$ cat src/rtl/busbit_pkg.sv
package busbit_pkg;
  localparam int unsigned BB_BITS   = 8;
  localparam int unsigned BB_CNT_W  = $clog2(BB_BITS);
  localparam int unsigned BB_STAGES = 2;
  typedef logic [BB_BITS-1:0] bb_byte_t;
endpackage

$ cat src/rtl/bb_sync.sv
module bb_sync #(
  parameter int unsigned WIDTH  = 3,
  parameter int unsigned STAGES = 2
) (
  input  logic             clk_i,
  input  logic             rst_ni,
  input  logic [WIDTH-1:0] async_i,
  output logic [WIDTH-1:0] sync_o
);
  logic [WIDTH-1:0] stage_q [STAGES];

  for (genvar s = 0; s < STAGES; s++) begin : g_stage
    if (s == 0) begin : g_first
      always_ff @(posedge clk_i or negedge rst_ni) begin
        if (!rst_ni) stage_q[s] <= '0;
        else         stage_q[s] <= async_i;
      end
    end else begin : g_next
      always_ff @(posedge clk_i or negedge rst_ni) begin
        if (!rst_ni) stage_q[s] <= '0;
        else         stage_q[s] <= stage_q[s-1];
      end
    end
  end

  assign sync_o = stage_q[STAGES-1];
endmodule

$ cat src/rtl/bb_edge.sv
module bb_edge (
  input  logic clk_i,
  input  logic rst_ni,
  input  logic lvl_i,
  output logic rise_o,
  output logic fall_o
);
  logic prev_q;

  always_ff @(posedge clk_i or negedge rst_ni) begin
    if (!rst_ni) prev_q <= 1'b0;
    else         prev_q <= lvl_i;
  end

  assign rise_o = lvl_i & ~prev_q;
  assign fall_o = ~lvl_i & prev_q;

  // an edge cannot be reported twice in a row on a held level
  a_r9_rise_single: assert property (@(posedge clk_i) disable iff (!rst_ni)
    rise_o |=> !rise_o);
  a_r9_fall_single: assert property (@(posedge clk_i) disable iff (!rst_ni)
    fall_o |=> !fall_o);
endmodule

$ cat src/rtl/bb_engine.sv
module bb_engine
  import busbit_pkg::*;
(
  input  logic     clk_i,
  input  logic     rst_ni,
  input  logic     en_i,
  input  logic     rise_i,
  input  logic     fall_i,
  input  logic     dat_i,
  input  bb_byte_t tx_byte_i,
  output logic     pull_o,
  output bb_byte_t rx_byte_o,
  output logic     stb_o
);
  localparam logic [BB_CNT_W-1:0] LAST_BIT = BB_CNT_W'(BB_BITS - 1);
  localparam logic [BB_CNT_W-1:0] ONE      = BB_CNT_W'(1);

  logic [BB_CNT_W-1:0] cnt_q, cnt_d;
  bb_byte_t            tx_q, tx_d;
  bb_byte_t            sh_q, sh_d;
  bb_byte_t            byte_q, byte_d;
  logic                pull_q, pull_d;
  logic                stb_q, stb_d;

  always_comb begin
    cnt_d  = cnt_q;
    tx_d   = tx_q;
    sh_d   = sh_q;
    byte_d = byte_q;
    pull_d = pull_q;
    stb_d  = 1'b0;
    if (!en_i) begin
      cnt_d  = '0;
      pull_d = 1'b0;
      tx_d   = tx_byte_i;
    end else if (rise_i) begin
      pull_d = tx_q[BB_BITS-1];
    end else if (fall_i) begin
      pull_d = 1'b0;
      sh_d   = {sh_q[BB_BITS-2:0], ~dat_i};
      if (cnt_q == LAST_BIT) begin
        cnt_d  = '0;
        byte_d = sh_d;
        stb_d  = 1'b1;
        tx_d   = tx_byte_i;
      end else begin
        cnt_d  = cnt_q + ONE;
        tx_d   = {tx_q[BB_BITS-2:0], 1'b0};
      end
    end
  end

  always_ff @(posedge clk_i or negedge rst_ni) begin
    if (!rst_ni) begin
      cnt_q  <= '0;
      tx_q   <= '0;
      sh_q   <= '0;
      byte_q <= '0;
      pull_q <= 1'b0;
      stb_q  <= 1'b0;
    end else begin
      cnt_q  <= cnt_d;
      tx_q   <= tx_d;
      sh_q   <= sh_d;
      byte_q <= byte_d;
      pull_q <= pull_d;
      stb_q  <= stb_d;
    end
  end

  assign pull_o    = pull_q;
  assign rx_byte_o = byte_q;
  assign stb_o     = stb_q;

  // line is pulled only after an enabled rise, released after a fall
  a_r4_pull_from_rise: assert property (@(posedge clk_i) disable iff (!rst_ni)
    $rose(pull_q) |-> $past(rise_i && en_i));
  a_r4_release_on_fall: assert property (@(posedge clk_i) disable iff (!rst_ni)
    (fall_i && en_i) |=> !pull_q);
  // strobe is a single cycle and follows an enabled fall
  a_r3_strobe_single: assert property (@(posedge clk_i) disable iff (!rst_ni)
    stb_q |=> !stb_q);
  a_r3_strobe_after_fall: assert property (@(posedge clk_i) disable iff (!rst_ni)
    stb_q |-> $past(fall_i && en_i));
  a_r3_byte_held: assert property (@(posedge clk_i) disable iff (!rst_ni)
    !stb_q |-> $stable(byte_q));
  // disabled bus is silent
  a_r7_quiet_when_off: assert property (@(posedge clk_i) disable iff (!rst_ni)
    !en_i |=> (!pull_q && !stb_q));
endmodule

$ cat src/rtl/busbit_shifter.sv
module busbit_shifter
  import busbit_pkg::*;
(
  input  logic                clk_i,
  input  logic                rst_ni,
  input  logic                bus_clk_i,
  input  logic                bus_dat_i,
  input  logic                bus_en_i,
  input  logic [BB_BITS-1:0]  tx_byte_i,
  output logic                line_pull_o,
  output logic [BB_BITS-1:0]  rx_byte_o,
  output logic                byte_stb_o
);
  logic [1:0] rst_sync_q;
  logic       rst_int_n;
  logic [2:0] raw_in, sync_in;
  logic       clk_s, dat_s, en_s;
  logic       rise, fall;

  always_ff @(posedge clk_i or negedge rst_ni) begin
    if (!rst_ni) rst_sync_q <= 2'b00;
    else         rst_sync_q <= {rst_sync_q[0], 1'b1};
  end
  assign rst_int_n = rst_sync_q[1];

  assign raw_in = {bus_en_i, bus_dat_i, bus_clk_i};

  bb_sync #(.WIDTH(3), .STAGES(BB_STAGES)) u_sync (
    .clk_i  (clk_i),
    .rst_ni (rst_int_n),
    .async_i(raw_in),
    .sync_o (sync_in)
  );

  assign clk_s = sync_in[0];
  assign dat_s = sync_in[1];
  assign en_s  = sync_in[2];

  bb_edge u_edge (
    .clk_i (clk_i),
    .rst_ni(rst_int_n),
    .lvl_i (clk_s),
    .rise_o(rise),
    .fall_o(fall)
  );

  bb_engine u_eng (
    .clk_i    (clk_i),
    .rst_ni   (rst_int_n),
    .en_i     (en_s),
    .rise_i   (rise),
    .fall_i   (fall),
    .dat_i    (dat_s),
    .tx_byte_i(tx_byte_i),
    .pull_o   (line_pull_o),
    .rx_byte_o(rx_byte_o),
    .stb_o    (byte_stb_o)
  );

  // reset leaves the line released and no strobe
  a_r1_reset_idle: assert property (@(posedge clk_i) disable iff (!rst_ni)
    !rst_int_n |=> (!line_pull_o && !byte_stb_o));
endmodule

$ cat config.mk
export PLATFORM = sky130hd
export DESIGN_NAME = busbit_shifter
export DESIGN_NICKNAME = d
export VERILOG_FILES = /design/src/rtl/busbit_pkg.sv /design/src/rtl/bb_sync.sv /design/src/rtl/bb_edge.sv /design/src/rtl/bb_engine.sv /design/src/rtl/busbit_shifter.sv
export SDC_FILE = /design/constraint.sdc
export NUM_CORES = 1
export LEC_CHECK = 0
export BUFFER_PORTS_ARGS = -buffer_cell sky130_fd_sc_hd__buf_4
export CAP_MARGIN = 10
export CORE_ASPECT_RATIO = 2
export CORE_MARGIN = 3
export CORE_UTILIZATION = 35
export CTS_CLUSTER_SIZE = 24
export DETAILED_ROUTE_END_ITERATION = 12
export PLACE_DENSITY_LB_ADDON = 0.05
export SYNTH_ARGS = -nofsm -noshare
export SYNTH_HDL_FRONTEND = slang
export SYNTH_SLANG_ARGS = --single-unit
$ cat constraint.sdc
create_clock -name clk_i -period 1.6 [get_ports clk_i]
set_input_delay 0.08 -clock clk_i [delete_from_list [all_inputs] [get_ports clk_i]]
set_output_delay 0.08 -clock clk_i [all_outputs]
set_load 0.03 [all_outputs]
### Word level (Yosys, flattened, before mapping)

Cells that the tools add are included.

* output and inout bits: 10
* register bits after elaboration: 37
* input port bits: 13

* equality and inequality tests: 4
* multiplexer cells: 15
* reduce and logical (&&, ||, !) cells: 3
* bitwise gates (word level): 6
* add/subtract/negate cells: 1

Operators with widths (count)
* 8-bit 2-to-1 mux: 4
* 3-bit 2-to-1 mux: 4
* 1-bit 2-to-1 mux: 7
* 2-bit != test (second input constant): 2
* 1-bit NOT: 4
* 4-bit AND reduction: 1
* 3-bit by 1-bit adder with 3-bit output (second input constant): 1
* 3-bit == test (second input constant): 1
* 3-bit != test (second input constant): 1
* 3-bit AND reduction: 1
* 1-bit bitwise AND: 2
* 2-bit AND reduction: 1

### Longest topological paths before layout

Gate-level depths: netlist of run 1.

* depth in word-level cells: 5
* gate-level depth with buffers: 6
* mapped depth without buffers: 5

### By module

From an unflattened synthesis of run 1, not the netlist that was laid out.

* cells, all modules: 106
* area total of the unflattened synthesis: 1460.2 um2

By module, submodules not included
* bb_engine: times used 1, cells each 91, area an instance 1193.6 um2
* bb_sync: times used 1, cells each 9, area an instance 172.7 um2
* busbit_shifter: times used 1, cells each 3, area an instance 53.8 um2
* bb_edge: times used 1, cells each 3, area an instance 40.0 um2

### Least setup slack after synthesis of run 1

OpenSTA, ideal clock, no wires.

* path type: register to register
* start point: register u_eng.cnt_q[0]
* end point: register u_eng.tx_q[1]
* buffers on the path: 1
* stages on the path, launching flop included: 7
* setup slack: 0.199 ns
* data required time: 1.474 ns
* arrival time: 1.275 ns
* cell sequence: dfrtp_1 -> ha_1 -> ha_1 -> nand2b_2 -> buf_6 -> mux2i_1 -> o21ai_0

* cells in the longest elaborated chain, start to end: 5

RTL lines
* start: declaration: line bb_engine.sv:18 `logic [BB_CNT_W-1:0] cnt_q, cnt_d;`
* start signal: assignment: line bb_engine.sv:62 `cnt_q <= cnt_d;`
* 3-bit == test: line bb_engine.sv:41 `if (cnt_q == LAST_BIT) begin`
* 8-bit 2-to-1 mux: line bb_engine.sv:41
* 8-bit 2-to-1 mux: line bb_engine.sv:38 `end else if (fall_i) begin`
* 8-bit 2-to-1 mux: line bb_engine.sv:36 `end else if (rise_i) begin`
* 8-bit 2-to-1 mux: line bb_engine.sv:32 `if (!en_i) begin`
* end signal: assignment: line bb_engine.sv:63 `tx_q <= tx_d;`
* end: declaration: line bb_engine.sv:19 `bb_byte_t tx_q, tx_d;`

No other way between the ends. The select of a mux whose other input is x is not followed.
A chain may end at the register's enable or synchronous reset.

### Worst setup path after layout of run 1

* start point: register u_eng.cnt_q[0]
* end point: register u_eng.byte_q[3], in the netlist u_eng.rx_byte_o[3]

* cells in the longest elaborated chain, start to end: 2

RTL lines
* 3-bit == test: line bb_engine.sv:41
* 4-bit AND reduction (no source line)
* end signal: assignment: line bb_engine.sv:65 `byte_q <= byte_d;`
* end: declaration: line bb_engine.sv:21 `bb_byte_t byte_q, byte_d;`

No other way between the ends.

==> impl_metrics.ini, run 1 <==
[detailed_routing]
drcViolationCount = 0
drt-initial-drc-count = 13
ant_nets = 0
drt_wl_total_um = 2730
vias_per_cell = 4.69
num_vias = 910
routedWlPerCell_um = 14.1
firstDrtPassIters = 2

[clock_tree]
cts_root_buf = clkbuf_8
numCtsBuffers = 5
clockBufferDepth = 2
cts_tree = done
cts-htree-levels = 2
cts_sinks = 37
clkLatencyLatePin_ns = 0.28
clk_pin_slew_ns = 0.07

[setup_path]
crit_top_cell = ha_1
max_stage_delay_ns = 0.40
crit_required_ns = 1.77
cp.arrival_ns = 1.66
crit_path_start_kind = flop
worstSetupPathType = reg2reg
end_kind = flop
cp_max_fo = 9
cp_slowest_cell = dfrtp_1
path_cells = ha_1 > ha_1 > nand3_4 > mux2_2

[die]
std_cell_rows = 33
die_w_um = 52.5
die_h_um = 99.0
core_area_um2 = 4130
initial_core_util_pct = 36.7
pin_count = 23
dieArea_um2 = 5200

[synth]
synthesis.instances = 110
yosysWarningCount = 0
synth_top_cell_area_share_pct = 61.2
synth_top_area_cell = dfrtp_1
ys_ff_latch = 37
synth_area_leaders = dfrtp_1 61%, mux2_2 9.7%, mux2i_1 6.6%, ha_1 5.0%, o21ai_0 3.6%
syn_area_um2 = 1510
avgSynthCellArea_um2 = 13.8
ys_types = 21
synth-seq-area-share_pct = 61.2
synth_nets = 129

[timing]
period_share_pct = 93.5
setup_viol = 0
finalCriticalPeriod_ns = 1.50
finalClockSkew_ns = 0.00609
slew_viol_final = 0
hold_viol_final = 0
rsz0062_at_grt = false
fin_tns_setup_ns = 0
hold_ws_ns = 0.0304
fmax_ghz = 0.668

[cells_and_area]
final_cell_mix = 37 x dfrtp_1, 25 x buf_4, 13 x mux2_2, 11 x o21ai_0, 10 x mux2i_1
diodes = 0
layout-drive-gt1-share_pct = 35.2
layout_commonest_cell = dfrtp_1
nets = 160
fillers = 388
area_growth_syn_to_layout_pct = 24.3

[grt]
antenna_found_initial = 0
grt_pass1_vias = 1061
grt_pass1_wl_um = 4820
grtUsageTotal_pct = 12.5
grt_overflow = 0
grt_max_degree = 36

[flow_run]
drv_cap = 0

[placement]
post-dp-hpwl_um = 2010
gp_congestion = 0.713
portBuffers = 22

[hold_path]
hp-class = in2reg

[power_and_ir_drop]
power_leakage_uw = 0.000945
vdd_ir_drop_max_mv = 0.655
power_density_nw_per_um2 = 1140

[outcome]
status = finished clean
## state kept, by name (all words and copies together) (netlist names)
name             cells
u_eng.tx_q           8
u_eng.stb_o          1
u_sync.sync_o        3
u_eng.cnt_q          3
u_edge.prev_q        1
u_sync.stage_q       3
u_eng.rx_byte_o      8
u_eng.sh_q           7
u_eng.pull_o         1
rst_sync_q           2
## Yosys cell counts
| cell | number |
|---|---|
| a22o_1 | 1 |
| and2_1 | 1 |
| and2_4 | 1 |
| buf_2 | 1 |
| buf_4 | 1 |
| buf_6 | 3 |
| conb_1 | 1 |
| dfrtp_1 | 37 |
| ha_1 | 6 |
| inv_1 | 3 |
| mux2_2 | 13 |
| mux2i_1 | 10 |
| nand2_1 | 5 |
| nand2_2 | 1 |
| nand2b_2 | 1 |
| nand2b_4 | 1 |
| nand3_1 | 7 |
| nand3_4 | 1 |
| nor2_1 | 2 |
| nor2b_1 | 3 |
| o21ai_0 | 11 |
## cells by family (layout without fill, tap and decap cells)
logic type / Yosys count / count (layout) / share of synthesized area, %
AO/OA/AOI/OAI: 12 / 12 / 4.21
adder cells (fa/ha/maj): 6 / 6 / 4.96
buffers and inverters: 8 / 40 / 3.80
flip-flops: 37 / 37 / 61.2
multiplexers: 23 / 23 / 16.3
other: 1 / 1 / 0.248
AND/OR/NAND/NOR: 23 / 23 / 9.34
## timing repair
item | in CTS | in global routing
setup endpoints to repair | 0 | 7
hold buffers | 4 | 0
buffers inserted | 0 | 0
resized for setup | 0 | 1
hold endpoints to repair | 5 | 0
## final cells by class
cell class	count	area (um2)	share of cell area, %
Sequential cell	37	926	49.2
Timing Repair Buffer	29	228	12.1
Multi-Input combinational cell	65	536	28.5
Inverter	3	11.3	0.598
Clock buffer	7	86.3	4.59
Tap cell	52	65.1	3.46
Clock inverter	1	30.0	1.60
## per-stage QoR
stage	total power, uW	worst slack (ns)	util [%]	instance area, um2	cells
floorplan	1260	0.199	-	1510	110
global placement	1320	0.103	41.7	1720	182
detailed placement	1340	0.0341	41.7	1720	182
CTS	2180	0.0215	45.5	1880	194
global route	2250	0.0353	45.6	1880	194
finish	2140	0.104	45.6	1880	194
## worst paths after layout
| kind | start | to | slack (ns) | depth (start not counted) |
|---|---|---|---|---|
| setup / recovery | u_eng.cnt_q[0] | u_eng.rx_byte_o[3] | 0.10 | 4 |
| hold / removal | tx_byte_i[0] | u_eng.tx_q[0] | 0.03 | 2 |
| setup reg to reg | u_eng.cnt_q[0] | u_eng.rx_byte_o[3] | 0.10 | 4 |
| hold reg to reg | rst_sync_q[1] | u_eng.pull_o | 0.27 | 1 |
| max in group asynchronous | rst_sync_q[1] | u_eng.cnt_q[1] | 1.01 | 1 |
| min in group asynchronous | rst_ni | rst_sync_q[0] | 0.12 | 2 |
## per-layer routing
layer	track usage, %	vias up	share of wire, %
li1	-	435	-
met1	12.3	453	36
met2	22.8	18	59
met3	3.03	4	3.5
met4	6.50	0	1.9
met5	0	-	0
## power breakdown
group	switching, uW	leakage, uW	internal [uW]	total, uW
Clock	304	0.0000585	508	811
Combinational	89.8	0.000413	118	208
Sequential	74.9	0.000474	1040	1120
Total	468	0.000945	1670	2140
## critical path: cells and delay by family, from the launching register on
| family | cells | cell delay, ns |
|---|---|---|
| and+or+nand+nor | 1 | 0.17 |
| adders and majority gates | 2 | 0.47 |
| muxes | 1 | 0.36 |
| DFF | 1 | 0.40 |
Note: power is estimated with default switching activity, not from simulation.
==> run 2, diff against run 1 <==
--- a/config.mk
+++ b/config.mk
@@ -7,9 +7,9 @@
 export LEC_CHECK = 0
 export BUFFER_PORTS_ARGS = -buffer_cell sky130_fd_sc_hd__buf_4
 export CAP_MARGIN = 10
-export CORE_ASPECT_RATIO = 2
 export CORE_MARGIN = 3
-export CORE_UTILIZATION = 35
+export CORE_UTILIZATION = 59
+export CTS_BUF_LIST = sky130_fd_sc_hd__clkbuf_16
 export CTS_CLUSTER_SIZE = 24
 export DETAILED_ROUTE_END_ITERATION = 12
 export PLACE_DENSITY_LB_ADDON = 0.05
==> run 2 against run 1 <==
Net effect: cell count down 13%; critical path depth stayed put; clock-buffer cell count down 2; fmax is 1.5% higher; flip-flop and latch count stayed put; critical endpoint is now u_eng.rx_byte_o[7]; largest power group unchanged; clock skew is 0.0027 ns lower; power rose by 13%; die area shrank 38%; wire length fell by 9.0%; register-to-register slack gained 0.02 ns; sequential share of layout area decreased by 0.33 points; design area up 0.67%.
==> impl_metrics.ini, run 2 (synthesis gave the netlist of run 1 again) <==
[outcome]
status = finished clean

[setup_path]
crit_path_start_kind = flop
cp.arrival_ns = 1.63
crit_required_ns = 1.76
end_kind = flop
worstSetupPathType = reg2reg
cp_max_fo = 9
r2r_slack_ns = 0.13

[die]
dieArea_um2 = 3210
pin_count = 23
die_h_um = 56.7
std_cell_rows = 17
die_w_um = 56.7
core_area_um2 = 2320
initial_core_util_pct = 65.3

[power_and_ir_drop]
power_density_nw_per_um2 = 1270
vdd_ir_drop_max_mv = 1.15
power_leakage_uw = 0.000960

[placement]
post-dp-hpwl_um = 1550
portBuffers = 22
gp_congestion = 0.775

[cells_and_area]
diodes = 0
final_cell_mix = 37 x dfrtp_1, 24 x buf_4, 13 x mux2_2, 11 x o21ai_0, 10 x mux2i_1
fillers = 139
fin_util_pct = 81.7
layout-drive-gt1-share_pct = 34.8
nets = 159
layout_commonest_cell = dfrtp_1
register_area_um2 = 926
area_growth_syn_to_layout_pct = 25.1
multi_input_area_um2 = 536

[detailed_routing]
num_vias = 896
drcViolationCount = 0
vias_per_cell = 5.30
drt_wl_total_um = 2480
ant_nets = 0
firstDrtPassIters = 4
routedWlPerCell_um = 14.7
drt-initial-drc-count = 14

[clock_tree]
numCtsBuffers = 5
cts_sinks = 37
clkLatencyLatePin_ns = 0.28
clockBufferDepth = 2
cts_root_buf = clkbuf_16
cts-htree-levels = 2
clk_pin_slew_ns = 0.05
cts_tree = done
post_cts_buffers = 0

[grt]
grt_pass1_vias = 984
grt_overflow = 0
antenna_found_initial = 0
grtUsageTotal_pct = 19.5
grt_max_degree = 36
grt_pass1_wl_um = 4550

[timing]
setup_viol = 0
hold_viol_final = 0
fmax_ghz = 0.678
slew_viol_final = 0
finalCriticalPeriod_ns = 1.47
period_share_pct = 92.1
rsz0062_at_grt = false
finalClockSkew_ns = 0.00340
fin_tns_setup_ns = 0

[hold_path]
hp-class = in2reg

[flow_run]
drv_cap = 0
## run 2: cell types whose count changed in the layout (fill, tap and decap cells not counted), sizes merged
cell	delta
buf	-1
clkinvlp	+1
clkbuf	-2
clkinv	+1
## run 2: layout make-up
type	count	share of cell area, %
multi-input combinational	65	28.3
inverter	3	0.594
timing repair buffer	28	11.6
tap	28	1.85
clock buffer	5	6.61
sequential	37	48.9
clock inverter	3	2.18
## run 2: where the power goes
part	internal, uW	switching, uW	total [uW]
registers	1050	78.1	1120
clock network	728	353	1080
logic	116	87.5	203
## run 2: critical path: stages (launching register included)
cell,delay [ns]
dfrtp_1,0.39
ha_1,0.22
ha_1,0.23
nand3_4,0.16
mux2_2,0.35
## run 2: final timing paths
kind,startpoint,end,cells past startpoint
max,u_eng.cnt_q[0],u_eng.rx_byte_o[7],4
min,tx_byte_i[0],u_eng.tx_q[0],2
max reg2reg,u_eng.cnt_q[0],u_eng.rx_byte_o[7],4
min reg2reg,rst_sync_q[1],u_sync.stage_q[4],1
max in group asynchronous,rst_sync_q[1],u_eng.cnt_q[0],1
min in group asynchronous,rst_ni,rst_sync_q[1],2
## run 2: layer usage
| metal | vias up | part of all wire, % | global-route usage (%) |
|---|---|---|---|
| met5 | - | 0 | 0 |
| met4 | 0 | 3.0 | 12.2 |
| met3 | 9 | 4.8 | 5.29 |
| met2 | 19 | 46 | 28.7 |
| met1 | 434 | 46 | 25.3 |
| li1 | 434 | - | - |
## run 2: what timing repair did
item                                    CTS  global route
resized for setup                         0             1
endpoints found under the setup margin    0             6
endpoints found under the hold margin     5             0
hold buffers                              4             0
## run 2: through the flow
| stage | instances | hold slack (ns) | setup WS, ns | power (uW) | area (um2) |
|---|---|---|---|---|---|
| 6_report | 169 | 0.0318 | 0.126 | 2410 | 1890 |
| 5_1_grt | 169 | 0.0432 | 0.0358 | 2520 | 1890 |
| 4_1_cts | 169 | 0.0265 | 0.0385 | 2430 | 1890 |
| 3_5_place_dp | 157 | -0.137 | 0.0594 | 1320 | 1680 |
| 3_3_place_gp | 157 | -0.138 | 0.126 | 1310 | 1680 |
| 2_1_floorplan | 110 | -0.216 | 0.199 | 1260 | 1510 |
==> run 3, diff against run 2 <==
--- a/config.mk
+++ b/config.mk
@@ -5,14 +5,17 @@
 export SDC_FILE = /design/constraint.sdc
 export NUM_CORES = 1
 export LEC_CHECK = 0
+export ABC_AREA = 1
 export BUFFER_PORTS_ARGS = -buffer_cell sky130_fd_sc_hd__buf_4
 export CAP_MARGIN = 10
+export CORE_ASPECT_RATIO = 2
 export CORE_MARGIN = 3
-export CORE_UTILIZATION = 59
+export CORE_UTILIZATION = 30
 export CTS_BUF_LIST = sky130_fd_sc_hd__clkbuf_16
 export CTS_CLUSTER_SIZE = 24
 export DETAILED_ROUTE_END_ITERATION = 12
 export PLACE_DENSITY_LB_ADDON = 0.05
 export SYNTH_ARGS = -nofsm -noshare
 export SYNTH_HDL_FRONTEND = slang
+export SYNTH_HIERARCHICAL = 1
 export SYNTH_SLANG_ARGS = --single-unit
==> run 3 against run 2 <==
Net effect: clock power decreased by 13%; worst hold slack got worse by 0.0056 ns; sequential power decreased by 5%; clock-buffer cell count unchanged; register-to-register slack improved by 0.06 ns; highest routed layer unchanged.
==> impl_metrics.ini, run 3 <==
[cells_and_area]
final_cell_mix = 51 x nand2_1, 37 x dfrtp_1, 29 x buf_4, 26 x inv_1, 16 x nand3_1
diodes = 0
layout-drive-gt1-share_pct = 29.6
layout_commonest_cell = nand2_1
nets = 217
fillers = 508
area_growth_syn_to_layout_pct = 26.0

[hold_path]
hp-class = in2reg
holdPathStages = 3

[timing]
rsz0062_at_grt = false
slew_viol_final = 0
fmax_ghz = 0.708
setup_ws_ns = 0.188
setup_viol = 0
fin_tns_setup_ns = 0
hold_viol_final = 0
finalClockSkew_ns = 0.00325
hold_ws_ns = 0.0262
period_share_pct = 88.2
finalCriticalPeriod_ns = 1.41

[synth]
syn_area_um2 = 1590
synth-edff-count = 0
yosysWarningCount = 6
yosysMostFrequentCell = nand2_1
synthFlopType = dfrtp_1
ys_ff_latch = 37
avgSynthCellArea_um2 = 9.38
synth_area_leaders = dfrtp_1 58%, nand2_1 12%, o21ai_2 7.7%, inv_1 6.2%, nand3_1 5.1%
synth-seq-area-share_pct = 58.4
ys_types = 15
synth_nets = 184
synth_top_cell_area_share_pct = 58.4
async_reset_ff_share_pct = 100
synthesis.instances = 169
synth_commonest_cells = 51 x nand2_1, 37 x dfrtp_1, 26 x inv_1
synth_top_area_cell = dfrtp_1

[setup_path]
r2r_cells = 7
r2r-start = u_eng/cnt_q[0]
crit_path_start_kind = flop
crit_required_ns = 1.77
worstSetupPathType = reg2reg
r2r_slack_ns = 0.19
cp.arrival_ns = 1.58
cp_max_fo = 16
rr_endpoint = u_eng/rx_byte_o[4]
endpoint = u_eng/rx_byte_o[4]
end_kind = flop
startpoint = u_eng/cnt_q[0]

[die]
die_h_um = 109
dieArea_um2 = 6250
core_area_um2 = 5000
std_cell_rows = 36
die_w_um = 57.4
initial_core_util_pct = 31.7
pin_count = 23

[placement]
place_ws_ns = 0.0803
post-dp-hpwl_um = 2160
gp_congestion = 0.723
portBuffers = 22

[clock_tree]
cts-htree-levels = 2
clockBufferDepth = 2
clkLatencyLatePin_ns = 0.28
clk_pin_slew_ns = 0.05
cts_sinks = 37
cts_root_buf = clkbuf_16
numCtsBuffers = 5
cts_tree = done

[detailed_routing]
drt_wl_total_um = 3010
drcViolationCount = 0
firstDrtPassIters = 4
routedWlPerCell_um = 11.6
vias_per_cell = 4.37
drt-initial-drc-count = 35
num_vias = 1135
ant_nets = 0

[grt]
antenna_found_initial = 0
grtUsageTotal_pct = 11.1
grt_overflow = 0
grt_max_degree = 36
grt_pass1_vias = 1169
grt_pass1_wl_um = 5330

[flow_run]
drv_cap = 0

[outcome]
status = finished clean

[power_and_ir_drop]
vdd_ir_drop_max_mv = 0.740
power_density_nw_per_um2 = 1130
power_leakage_uw = 0.00108
## run 3: cell count changes after synthesis, moves of 3 or more
cell,before,now
nor2b_1,3,0
mux2i_1,10,0
nand2_1,5,51
nand3_1,7,16
ha_1,6,2
nand2_2,1,6
o21ai_0,11,1
o21ai_2,0,14
mux2_2,13,0
inv_1,3,26
buf_4,1,4
## run 3: what timing repair did
action                                  in CTS  in global routing
hold endpoints to repair                     5                  0
endpoints found under the setup margin       0                  4
setup buffers                                0                  0
resized for setup                            0                  1
hold buffers                                 4                  0
## run 3: worst min-delay path by stage
stage	from	to	slack, ns
floorplan	rst_ni	rst_sync_q[0]	-0.22
global placement	rst_ni	rst_sync_q[0]	-0.14
detailed placement	rst_ni	rst_sync_q[1]	-0.14
CTS	tx_byte_i[0]	u_eng/tx_q[0]	0.03
global route	tx_byte_i[0]	u_eng/tx_q[0]	0.07
finish	tx_byte_i[0]	u_eng/tx_q[0]	0.03
## run 3: cells by family after synthesis
logic type / Yosys count / share of synthesized area [%]
and+or+nand+nor: 78 / 20.8
DFF: 37 / 58.4
buffers and inverters: 36 / 10.9
AOI/OAI and AO/OA: 15 / 8.05
adders and majority gates: 2 / 1.58
other: 1 / 0.237
## run 3: per-stage QoR
step	power (uW)	std cells	utilization (%)	area (um2)
after floorplan	1260	169	-	1590
after global placement	1320	248	36.2	1810
after detailed placement	1330	248	36.2	1810
after CTS	2300	260	39.9	1990
after global routing	2380	260	40.0	2000
final	2250	260	40.0	2000
## run 3: final cells by class
type	count	area, um2	share of cell area, %
Multi-Input combinational cell	96	492	24.6
Clock buffer	5	125	6.26
Clock inverter	3	17.5	0.877
Timing Repair Buffer	33	258	12.9
Tap cell	57	71.3	3.57
Sequential cell	37	926	46.3
Inverter	29	109	5.45
## run 3: per-layer routing
metal  up-vias  global-route usage, %  wire, um
met3         6                   2.61       117
met4         0                   5.97        67
met2        19                   20.5      1690
li1        571                      -         -
met1       539                   11.0      1140
met5         -                      0         0
## run 3: worst max-delay path, stage by stage, from the launching register on
cell,delay (ns)
dfrtp_1,0.39
ha_1,0.22
ha_1,0.20
nand2_1,0.06
inv_1,0.06
nand2_4,0.19
buf_4,0.15
o21ai_2,0.04
## run 3: power by group
part	switching, uW	internal (uW)
logic	148	99.5
clock network	370	570
registers	44.9	1020
total	563	1690
